## src/rtl/baud_gen_pkg.sv

```systemverilog
package baud_gen_pkg;
    typedef enum logic [1:0] {
        GEN_OFF   = 2'd0,
        GEN_RUN   = 2'd1,
        GEN_DRAIN = 2'd2
    } gen_state_t;
endpackage

```

## src/rtl/baud_div_regs.sv

```systemverilog
module baud_div_regs #(
    parameter int INT_W  = 16,
    parameter int FRAC_W = 6
) (
    input  logic              clk,
    input  logic              rst_n,
    input  logic              wr_allow,
    input  logic              int_wr,
    input  logic [INT_W-1:0]  int_data,
    input  logic              frac_wr,
    input  logic [FRAC_W-1:0] frac_data,
    input  logic              commit_wr,
    output logic [INT_W-1:0]  act_int,
    output logic [FRAC_W-1:0] act_frac,
    output logic              commit
);
    logic [INT_W-1:0]  stage_int;
    logic [FRAC_W-1:0] stage_frac;

    assign commit = commit_wr && wr_allow;

    always_ff @(posedge clk) begin
        if (!rst_n) begin
            stage_int  <= '0;
            stage_frac <= '0;
        end else if (wr_allow) begin
            if (int_wr)  stage_int  <= int_data;
            if (frac_wr) stage_frac <= frac_data;
        end
    end

    always_ff @(posedge clk) begin
        if (!rst_n) begin
            act_int  <= '0;
            act_frac <= '0;
        end else if (commit) begin
            act_int  <= stage_int;
            act_frac <= stage_frac;
        end
    end
endmodule

```

## src/rtl/baud_gen_ctrl.sv

```systemverilog
module baud_gen_ctrl
    import baud_gen_pkg::*;
(
    input  logic       clk,
    input  logic       rst_n,
    input  logic       uart_en,
    input  logic       busy,
    output gen_state_t state,
    output logic       run,
    output logic       wr_allow
);
    gen_state_t nxt;

    always_ff @(posedge clk) begin
        if (!rst_n) state <= GEN_OFF;
        else        state <= nxt;
    end

    always_comb begin
        nxt = state;
        unique case (state)
            GEN_OFF:   if (uart_en) nxt = GEN_RUN;
            GEN_RUN:   if (!uart_en) nxt = busy ? GEN_DRAIN : GEN_OFF;
            GEN_DRAIN: begin
                if (uart_en)    nxt = GEN_RUN;
                else if (!busy) nxt = GEN_OFF;
            end
            default:   nxt = GEN_OFF;
        endcase
    end

    always_comb begin
        run      = 1'b0;
        wr_allow = 1'b0;
        unique case (state)
            GEN_OFF:   wr_allow = 1'b1;
            GEN_RUN:   run      = 1'b1;
            GEN_DRAIN: run      = 1'b1;
            default:   wr_allow = 1'b1;
        endcase
    end
endmodule

```

## src/rtl/baud_frac_divider.sv

```systemverilog
module baud_frac_divider #(
    parameter int INT_W  = 16,
    parameter int FRAC_W = 6
) (
    input  logic              clk,
    input  logic              rst_n,
    input  logic              run,
    input  logic              clear,
    input  logic [INT_W-1:0]  div_int,
    input  logic [FRAC_W-1:0] div_frac,
    output logic              tick
);
    localparam int CNT_W = INT_W + 1;

    logic [CNT_W-1:0]  cnt;
    logic [CNT_W-1:0]  len;
    logic [FRAC_W-1:0] acc;
    logic              ext;
    logic              valid;
    logic              at_end;
    logic [FRAC_W:0]   sum;

    assign valid  = (div_int != '0);
    assign len    = {1'b0, div_int} + CNT_W'(ext);
    assign at_end = (cnt == len - CNT_W'(1));
    assign sum    = {1'b0, acc} + {1'b0, div_frac};
    assign tick   = run && valid && at_end;

    always_ff @(posedge clk) begin
        if (!rst_n) begin
            cnt <= '0;
            acc <= '0;
            ext <= 1'b0;
        end else if (clear) begin
            cnt <= '0;
            acc <= '0;
            ext <= 1'b0;
        end else if (run && valid) begin
            if (at_end) begin
                cnt <= '0;
                acc <= sum[FRAC_W-1:0];
                ext <= sum[FRAC_W];
            end else begin
                cnt <= cnt + CNT_W'(1);
            end
        end
    end
endmodule

```

## src/rtl/uart_frac_baud_gen.sv

```systemverilog
module uart_frac_baud_gen
    import baud_gen_pkg::*;
#(
    parameter int INT_W  = 16,
    parameter int FRAC_W = 6
) (
    input  logic              clk,
    input  logic              rst_n,
    input  logic              div_int_wr,
    input  logic [INT_W-1:0]  div_int_data,
    input  logic              div_frac_wr,
    input  logic [FRAC_W-1:0] div_frac_data,
    input  logic              line_ctl_wr,
    input  logic              uart_en,
    input  logic              busy,
    output logic              tick
);
    gen_state_t        st;
    logic              run;
    logic              wr_allow;
    logic              commit;
    logic [INT_W-1:0]  act_int;
    logic [FRAC_W-1:0] act_frac;

    baud_gen_ctrl u_ctrl (
        .clk      (clk),
        .rst_n    (rst_n),
        .uart_en  (uart_en),
        .busy     (busy),
        .state    (st),
        .run      (run),
        .wr_allow (wr_allow)
    );

    baud_div_regs #(.INT_W(INT_W), .FRAC_W(FRAC_W)) u_regs (
        .clk       (clk),
        .rst_n     (rst_n),
        .wr_allow  (wr_allow),
        .int_wr    (div_int_wr),
        .int_data  (div_int_data),
        .frac_wr   (div_frac_wr),
        .frac_data (div_frac_data),
        .commit_wr (line_ctl_wr),
        .act_int   (act_int),
        .act_frac  (act_frac),
        .commit    (commit)
    );

    baud_frac_divider #(.INT_W(INT_W), .FRAC_W(FRAC_W)) u_div (
        .clk      (clk),
        .rst_n    (rst_n),
        .run      (run),
        .clear    (commit || !run),
        .div_int  (act_int),
        .div_frac (act_frac),
        .tick     (tick)
    );
endmodule

```

## config.mk

```make
export PLATFORM = sky130hd
export DESIGN_NAME = uart_frac_baud_gen
export DESIGN_NICKNAME = d
export VERILOG_FILES = /design/src/rtl/baud_gen_pkg.sv /design/src/rtl/baud_div_regs.sv /design/src/rtl/baud_gen_ctrl.sv /design/src/rtl/baud_frac_divider.sv /design/src/rtl/uart_frac_baud_gen.sv
export SDC_FILE = /design/constraint.sdc
export NUM_CORES = 1
export LEC_CHECK = 0
export ABC_AREA = 0
export BUFFER_PORTS_ARGS = -buffer_cell sky130_fd_sc_hd__buf_2
export CAP_MARGIN = 0
export CORE_ASPECT_RATIO = 0.6
export CORE_MARGIN = 5
export CORE_UTILIZATION = 55
export CTS_BUF_LIST = sky130_fd_sc_hd__clkbuf_8 sky130_fd_sc_hd__clkbuf_16
export CTS_CLUSTER_SIZE = 40
export DETAILED_ROUTE_END_ITERATION = 8
export GPL_TIMING_DRIVEN = 0
export PLACE_DENSITY = 0.76
export RECOVER_POWER = 25
export SLEW_MARGIN = 20
export SYNTH_ARGS = -nofsm -noshare
export SYNTH_HDL_FRONTEND = slang
export SYNTH_HIERARCHICAL = 1
export SYNTH_SLANG_ARGS = --single-unit
```

## constraint.sdc

```tcl
create_clock -name clk -period 7.2 [get_ports clk]
set_input_delay 0.36 -clock clk [delete_from_list [all_inputs] [get_ports clk]]
set_output_delay 0.36 -clock clk [all_outputs]
set_load 0.01 [all_outputs]
```

# After elaboration in Yosys (flattened, before gate mapping)
# Cells that the tools add are included.
# W data, S select, Z words.
# word_totals
ff_bits	70
in_bits	29
out_inout_bits	1
word_cells	42
# classes
addsub	4
n_eq_ne	6
muxes	9
bitwise_logic	2
n_reduce_logical	13
# op_table
cell	n
$add A16 B1 Y17	1
$add A17 B1 Y17 const B	1
$eq A17 B17 Y1	1
$mux W17	1
$sub A17 B1 Y17 const B	1
$reduce_bool A16 Y1	1
$mux W2	5
$add A6 B6 Y7	1
$pmux W2 S3	1
$reduce_and A2 Y1	3
$ne A2 B2 Y1 const B	2
$reduce_or A2 Y1	2
$logic_and A1 B1 Y1	3
$ne A3 B3 Y1 const B	1
$reduce_and A3 Y1	1
$eq A2 B1 Y1 const B	1
$eq A2 B2 Y1 const B	1
$logic_not A2 Y1	1
$mux W1	2
$not A1 Y1	2
$logic_not A1 Y1	1
$logic_or A1 B1 Y1	1

# Depth between registers and ports, before layout
# logic_depth
ltp_word	6
mapped_depth	12
ltp_nobuf	9

# By module
# The synthesis kept the hierarchy.
# modules_own_cells
mod	n_inst	cells_each	area_each_um2	seq_area_each_um2
baud_frac_divider	1	247	1975.6	480.5
baud_div_regs	1	172	1620.3	880.8
baud_gen_ctrl	1	18	160.2	40.0
uart_frac_baud_gen	1	1	6.3	0.0

# Worst setup path before layout
# No wires, ideal clock.
# synth_timing
kind	reg2out
from	reg u_regs.act_int[0]
to	out tick
t_arrival_ps	2358
required_time_ps	6840
setup_slack_ps	4482
path_stages_with_launch	11
n_path_buf	1
cell_sequence	dfxtp_1 inv_1 ha_1 ha_1 or3b_2 buf_2 nor2_1 a2111oi_2 o21ai_0 a211o_1 nor4_1
# synth_between
elab_chain_len	4
elab_cells_between_ends	6
cone_classes	2 x add/sub; 1 x eq/ne; 3 x reduce/logical
# synth_rtl
item	line_no	text
start: declaration	baud_div_regs.sv:13	output logic [INT_W-1:0] act_int,
start signal: assignment	baud_div_regs.sv:37	act_int <= stage_int;
$add A16 B1 Y17	baud_frac_divider.sv:24	assign len = {1'b0, div_int} + CNT_W'(ext);
$sub A17 B1 Y17	baud_frac_divider.sv:25	assign at_end = (cnt == len - CNT_W'(1));
$eq A17 B17 Y1	baud_frac_divider.sv:25	
$logic_and A1 B1 Y1 (*)	baud_frac_divider.sv:27	assign tick = run && valid && at_end;
end: declaration	uart_frac_baud_gen.sv:16	output logic tick
# Every way passes the cells marked *; elsewhere a longest branch is shown, timed or not.

# Worst setup path after layout
# Same ends and word-level chain as after synthesis.

==> out/qor.txt <==
=================================================================================
Share of the cycle needed by the critical path after routing .......        0.494
Top cell type by total area after synthesis ........................      dfxtp_1
Count of cells resized by post-cts repair ..........................            0
Final Worst Setup Slack ............................................      3650 ps
Max-cap check violation count ......................................            0
Slowest stage cell, crit path ......................................      nor4b_2
Cts hold-fix bufs ..................................................            0
Fraction of synthesized cell area taken by the top area cell type ..        0.372
I/O pins ...........................................................           30
Hold Slack .........................................................       256 ps
Number of hold violations in the final report ......................            0
Leak Pwr ...........................................................      1.63 nW
Top library cells by usage in the layout, fill and taps aside ...... 70 x dfxtp_1, 60 x nand2_1, 36 x buf_2
Vias in the first global route .....................................         3224
Core Footprint .....................................................     6650 µm²
Crit path time final ...............................................      3550 ps
Count of flip-flops with a built-in enable after synthesis .........            0
Vias per Instance ..................................................         5.83
Most common library cell in the layout ignoring fill and taps ......      dfxtp_1
Delay-heaviest family, CP .......................................... simple AND/OR/NAND/NOR gates
Launching element type of the critical path ........................     register
Max H-tree Level ...................................................            3
Placement row count ................................................           23
#FFs+latches synth .................................................           70
Number of logic stages on the critical path including buffering ....            9
Remaining global-route overflow ....................................            0
Overall fraction of global-route tracks in use .....................        0.225
Min-Delay Startpoint ............................................... div_frac_data[5]
Kind of end point of the critical path .............................   output pin
Yosys warning total ................................................            6
Fraction of registers with async set/reset .........................            0
Maximum ir drop on the vdd rail ....................................   0.000160 V
Die Ht .............................................................      74.1 µm
Antenna Diode Count ................................................            0
Placement Setup Slack ..............................................      4100 ps
Count of cells along the worst hold path ...........................            3
Arrival time at the worst endpoint .................................      3190 ps
Worst path cell trace .............................................. inv_1 > ha_1 > nor4b_2 > nand4_1 > nor4b_1 > nor3_1 > a211o_1 > nor4_1 > buf_2
Total die area .....................................................     8650 µm²
Starting density of the core .......................................        0.566
Post-synth net total ...............................................          481
Die X ..............................................................       117 µm
Achievable clock frequency .........................................    0.281 GHz
Placed wire-length estimate ........................................      6740 µm
Highest cell delay on the worst timing path ........................       570 ps
Gpl congestion .....................................................        0.889
Count of unique library cells instantiated by Yosys ................           51
Result of the run .................................................. complete, no violations
Vias ...............................................................         3307
Most frequently used flop master after synthesis ...................      dfxtp_1
Clock Latency Late Sink ............................................       330 ps
Cells after Synth ..................................................          438
Initial antenna violation count ....................................            0
Setup repair after global routing missed its margin ................        false
Global-route wire length before repair .............................     15200 µm
CTS tree ...........................................................         done
Number of setup violations in the final report .....................            0
Kind of critical path ..............................................      reg2out
Antenna Violating Nets Remaining ...................................            0
Average footprint of a synthesized cell ............................     8.59 µm²
WL per Instance ....................................................      15.8 µm
Cell area after technology mapping .................................     3760 µm²
Initial drt markers ................................................          224
Num CTS Buffers ....................................................            9
Power density over the cells .......................................   235 nW/µm²
Final WL ...........................................................      8950 µm
Endpoint required time on the critical path ........................      6840 ps
Final worst clock skew .............................................      3.88 ps
Transition time at the pin with the least slew margin ..............       837 ps
Area growth from synthesis to layout ...............................        14.6%
Maximum buffer depth of the clock tree .............................            2
Setup TNS ..........................................................         0 ps
Count of clock tree sinks ..........................................           70
Portion of the post-synthesis area used by sequential elements .....        0.372
Clock Pin Slew Worst Setup and Hold Paths ..........................        50 ps
Kind of path behind the tightest hold check ........................       in2reg
Number of buffer and inverter instances along the worst setup path .            2
Peak fanout along the critical path ................................            6
Worst slew margin ..................................................        0.437
Worst reg2reg path endpoint ........................................ u_div/acc[2]
CTS root buf .......................................................    clkbuf_16
Total iterations of the first detailed-routing run .................            5
Register-to-register setup slack ...................................      4000 ps
Count of buffers from port buffering ...............................           28
Fraction of final layout cells with drive strength greater than 1 ..        0.131
Pin count of the biggest net entering global routing ...............           12
Final net count ....................................................          520
Final-report max-slew violation count ..............................            0
Leading cell types by total area after synthesis ................... dfxtp_1 37%, mux2i_1 8.5%, nand2_1 6.0%
Startpoint of the most critical register-to-register path .......... u_regs/act_int[0]
Endpoint of the worst hold-timing path ............................. u_regs/stage_frac[5]
Total DRC errors in the routed layout ..............................            0
Worst reg2reg path depth ...........................................            9
Post-CTS setup buffer count ........................................            0
=================================================================================
[flip-flops by register name (all words and copies together), names as in the netlist]
signal             count
u_ctrl/state           2
u_div/acc              6
u_div/cnt             17
u_div/ext              1
u_regs/act_frac        6
u_regs/act_int        16
u_regs/stage_frac      6
u_regs/stage_int      16
[layout make-up]
type | count | area, µm²
clock buffer | 10 | 239
clock inverter | 4 | 72.6
sequential | 70 | 1400
tap | 87 | 109
inverter | 19 | 71.3
timing repair buffer | 28 | 140
multi-input combinational | 325 | 2150
fill | 540 | 2330
buffer | 24 | 130
[per-stage QoR]
| step | area (µm²) | std cells | util | total power, mW |
|---|---|---|---|---|
| floorplan | 3760 | 438 | - | 0.519 |
| global placement | 4010 | 553 | 0.603 | 0.550 |
| detailed placement | 4010 | 553 | 0.603 | 0.555 |
| CTS | 4320 | 567 | 0.650 | 1.03 |
| global route | 4310 | 567 | 0.649 | 1.06 |
| finish | 4310 | 567 | 0.649 | 1.02 |
[worst max path at each step]
stage | startpoint | to | slack [ps]
finish | u_regs/act_int[0] | tick | 3650
global route | u_regs/act_int[0] | tick | 3430
CTS | u_regs/act_int[0] | tick | 3720
detailed placement | u_regs/act_int[0] | tick | 4100
global placement | u_regs/act_int[0] | tick | 4170
floorplan | u_regs/act_int[0] | tick | 4480
[cell families (layout without fill, tap and decap cells)]
| family | after synthesis | count (layout) | synth area share |
|---|---|---|---|
| AO/OA/AOI/OAI | 61 | 61 | 0.105 |
| XOR/XNOR | 32 | 32 | 0.0745 |
| adder cells (fa/ha/maj) | 14 | 14 | 0.0486 |
| buffers and inverters | 43 | 85 | 0.0549 |
| flip-flops | 70 | 70 | 0.372 |
| multiplexers | 32 | 32 | 0.0851 |
| AND/OR/NAND/NOR | 186 | 186 | 0.259 |
[synth_stat cells (5+ instances only)]
cell type,n
nand2b_1,6
nor3_1,24
nand3_1,8
xor2_1,11
nor2b_1,8
xnor2_1,21
buf_2,9
and3_1,5
nand2_1,60
and2_1,5
ha_1,13
inv_1,19
nor4_1,9
mux2i_1,32
clkbuf_1,9
nor2_1,18
o21ai_1,22
dfxtp_1,70
o21ai_0,11
nand4_1,29
[power breakdown]
| part | internal [mW] | switching [mW] | leakage, nW | total, mW |
|---|---|---|---|---|
| Sequential | 0.403 | 0.0102 | 0.569 | 0.413 |
| Combinational | 0.0542 | 0.0818 | 0.915 | 0.136 |
| Clock | 0.308 | 0.158 | 0.150 | 0.466 |
| Total | 0.765 | 0.250 | 1.63 | 1.02 |
[routing by layer]
metal | routed length, µm | global-route usage
met1 | 4530 | 0.320
met2 | 3730 | 0.333
met3 | 525 | 0.0545
met4 | 163 | 0.0852
met5 | 0 | 0
[worst register-to-register path, delay by kind of cell, from the launching register on]
| family | cells | cell delay, ps |
|---|---|---|
| AO/OA/AOI/OAI | 1 | 220 |
| adder cells (fa/ha/maj) | 1 | 210 |
| AND/OR/NAND/NOR | 4 | 1890 |
| flip-flops | 1 | 320 |
| buffers and inverters | 2 | 300 |
| multiplexers | 1 | 190 |
(Power assumes the default switching activity.)
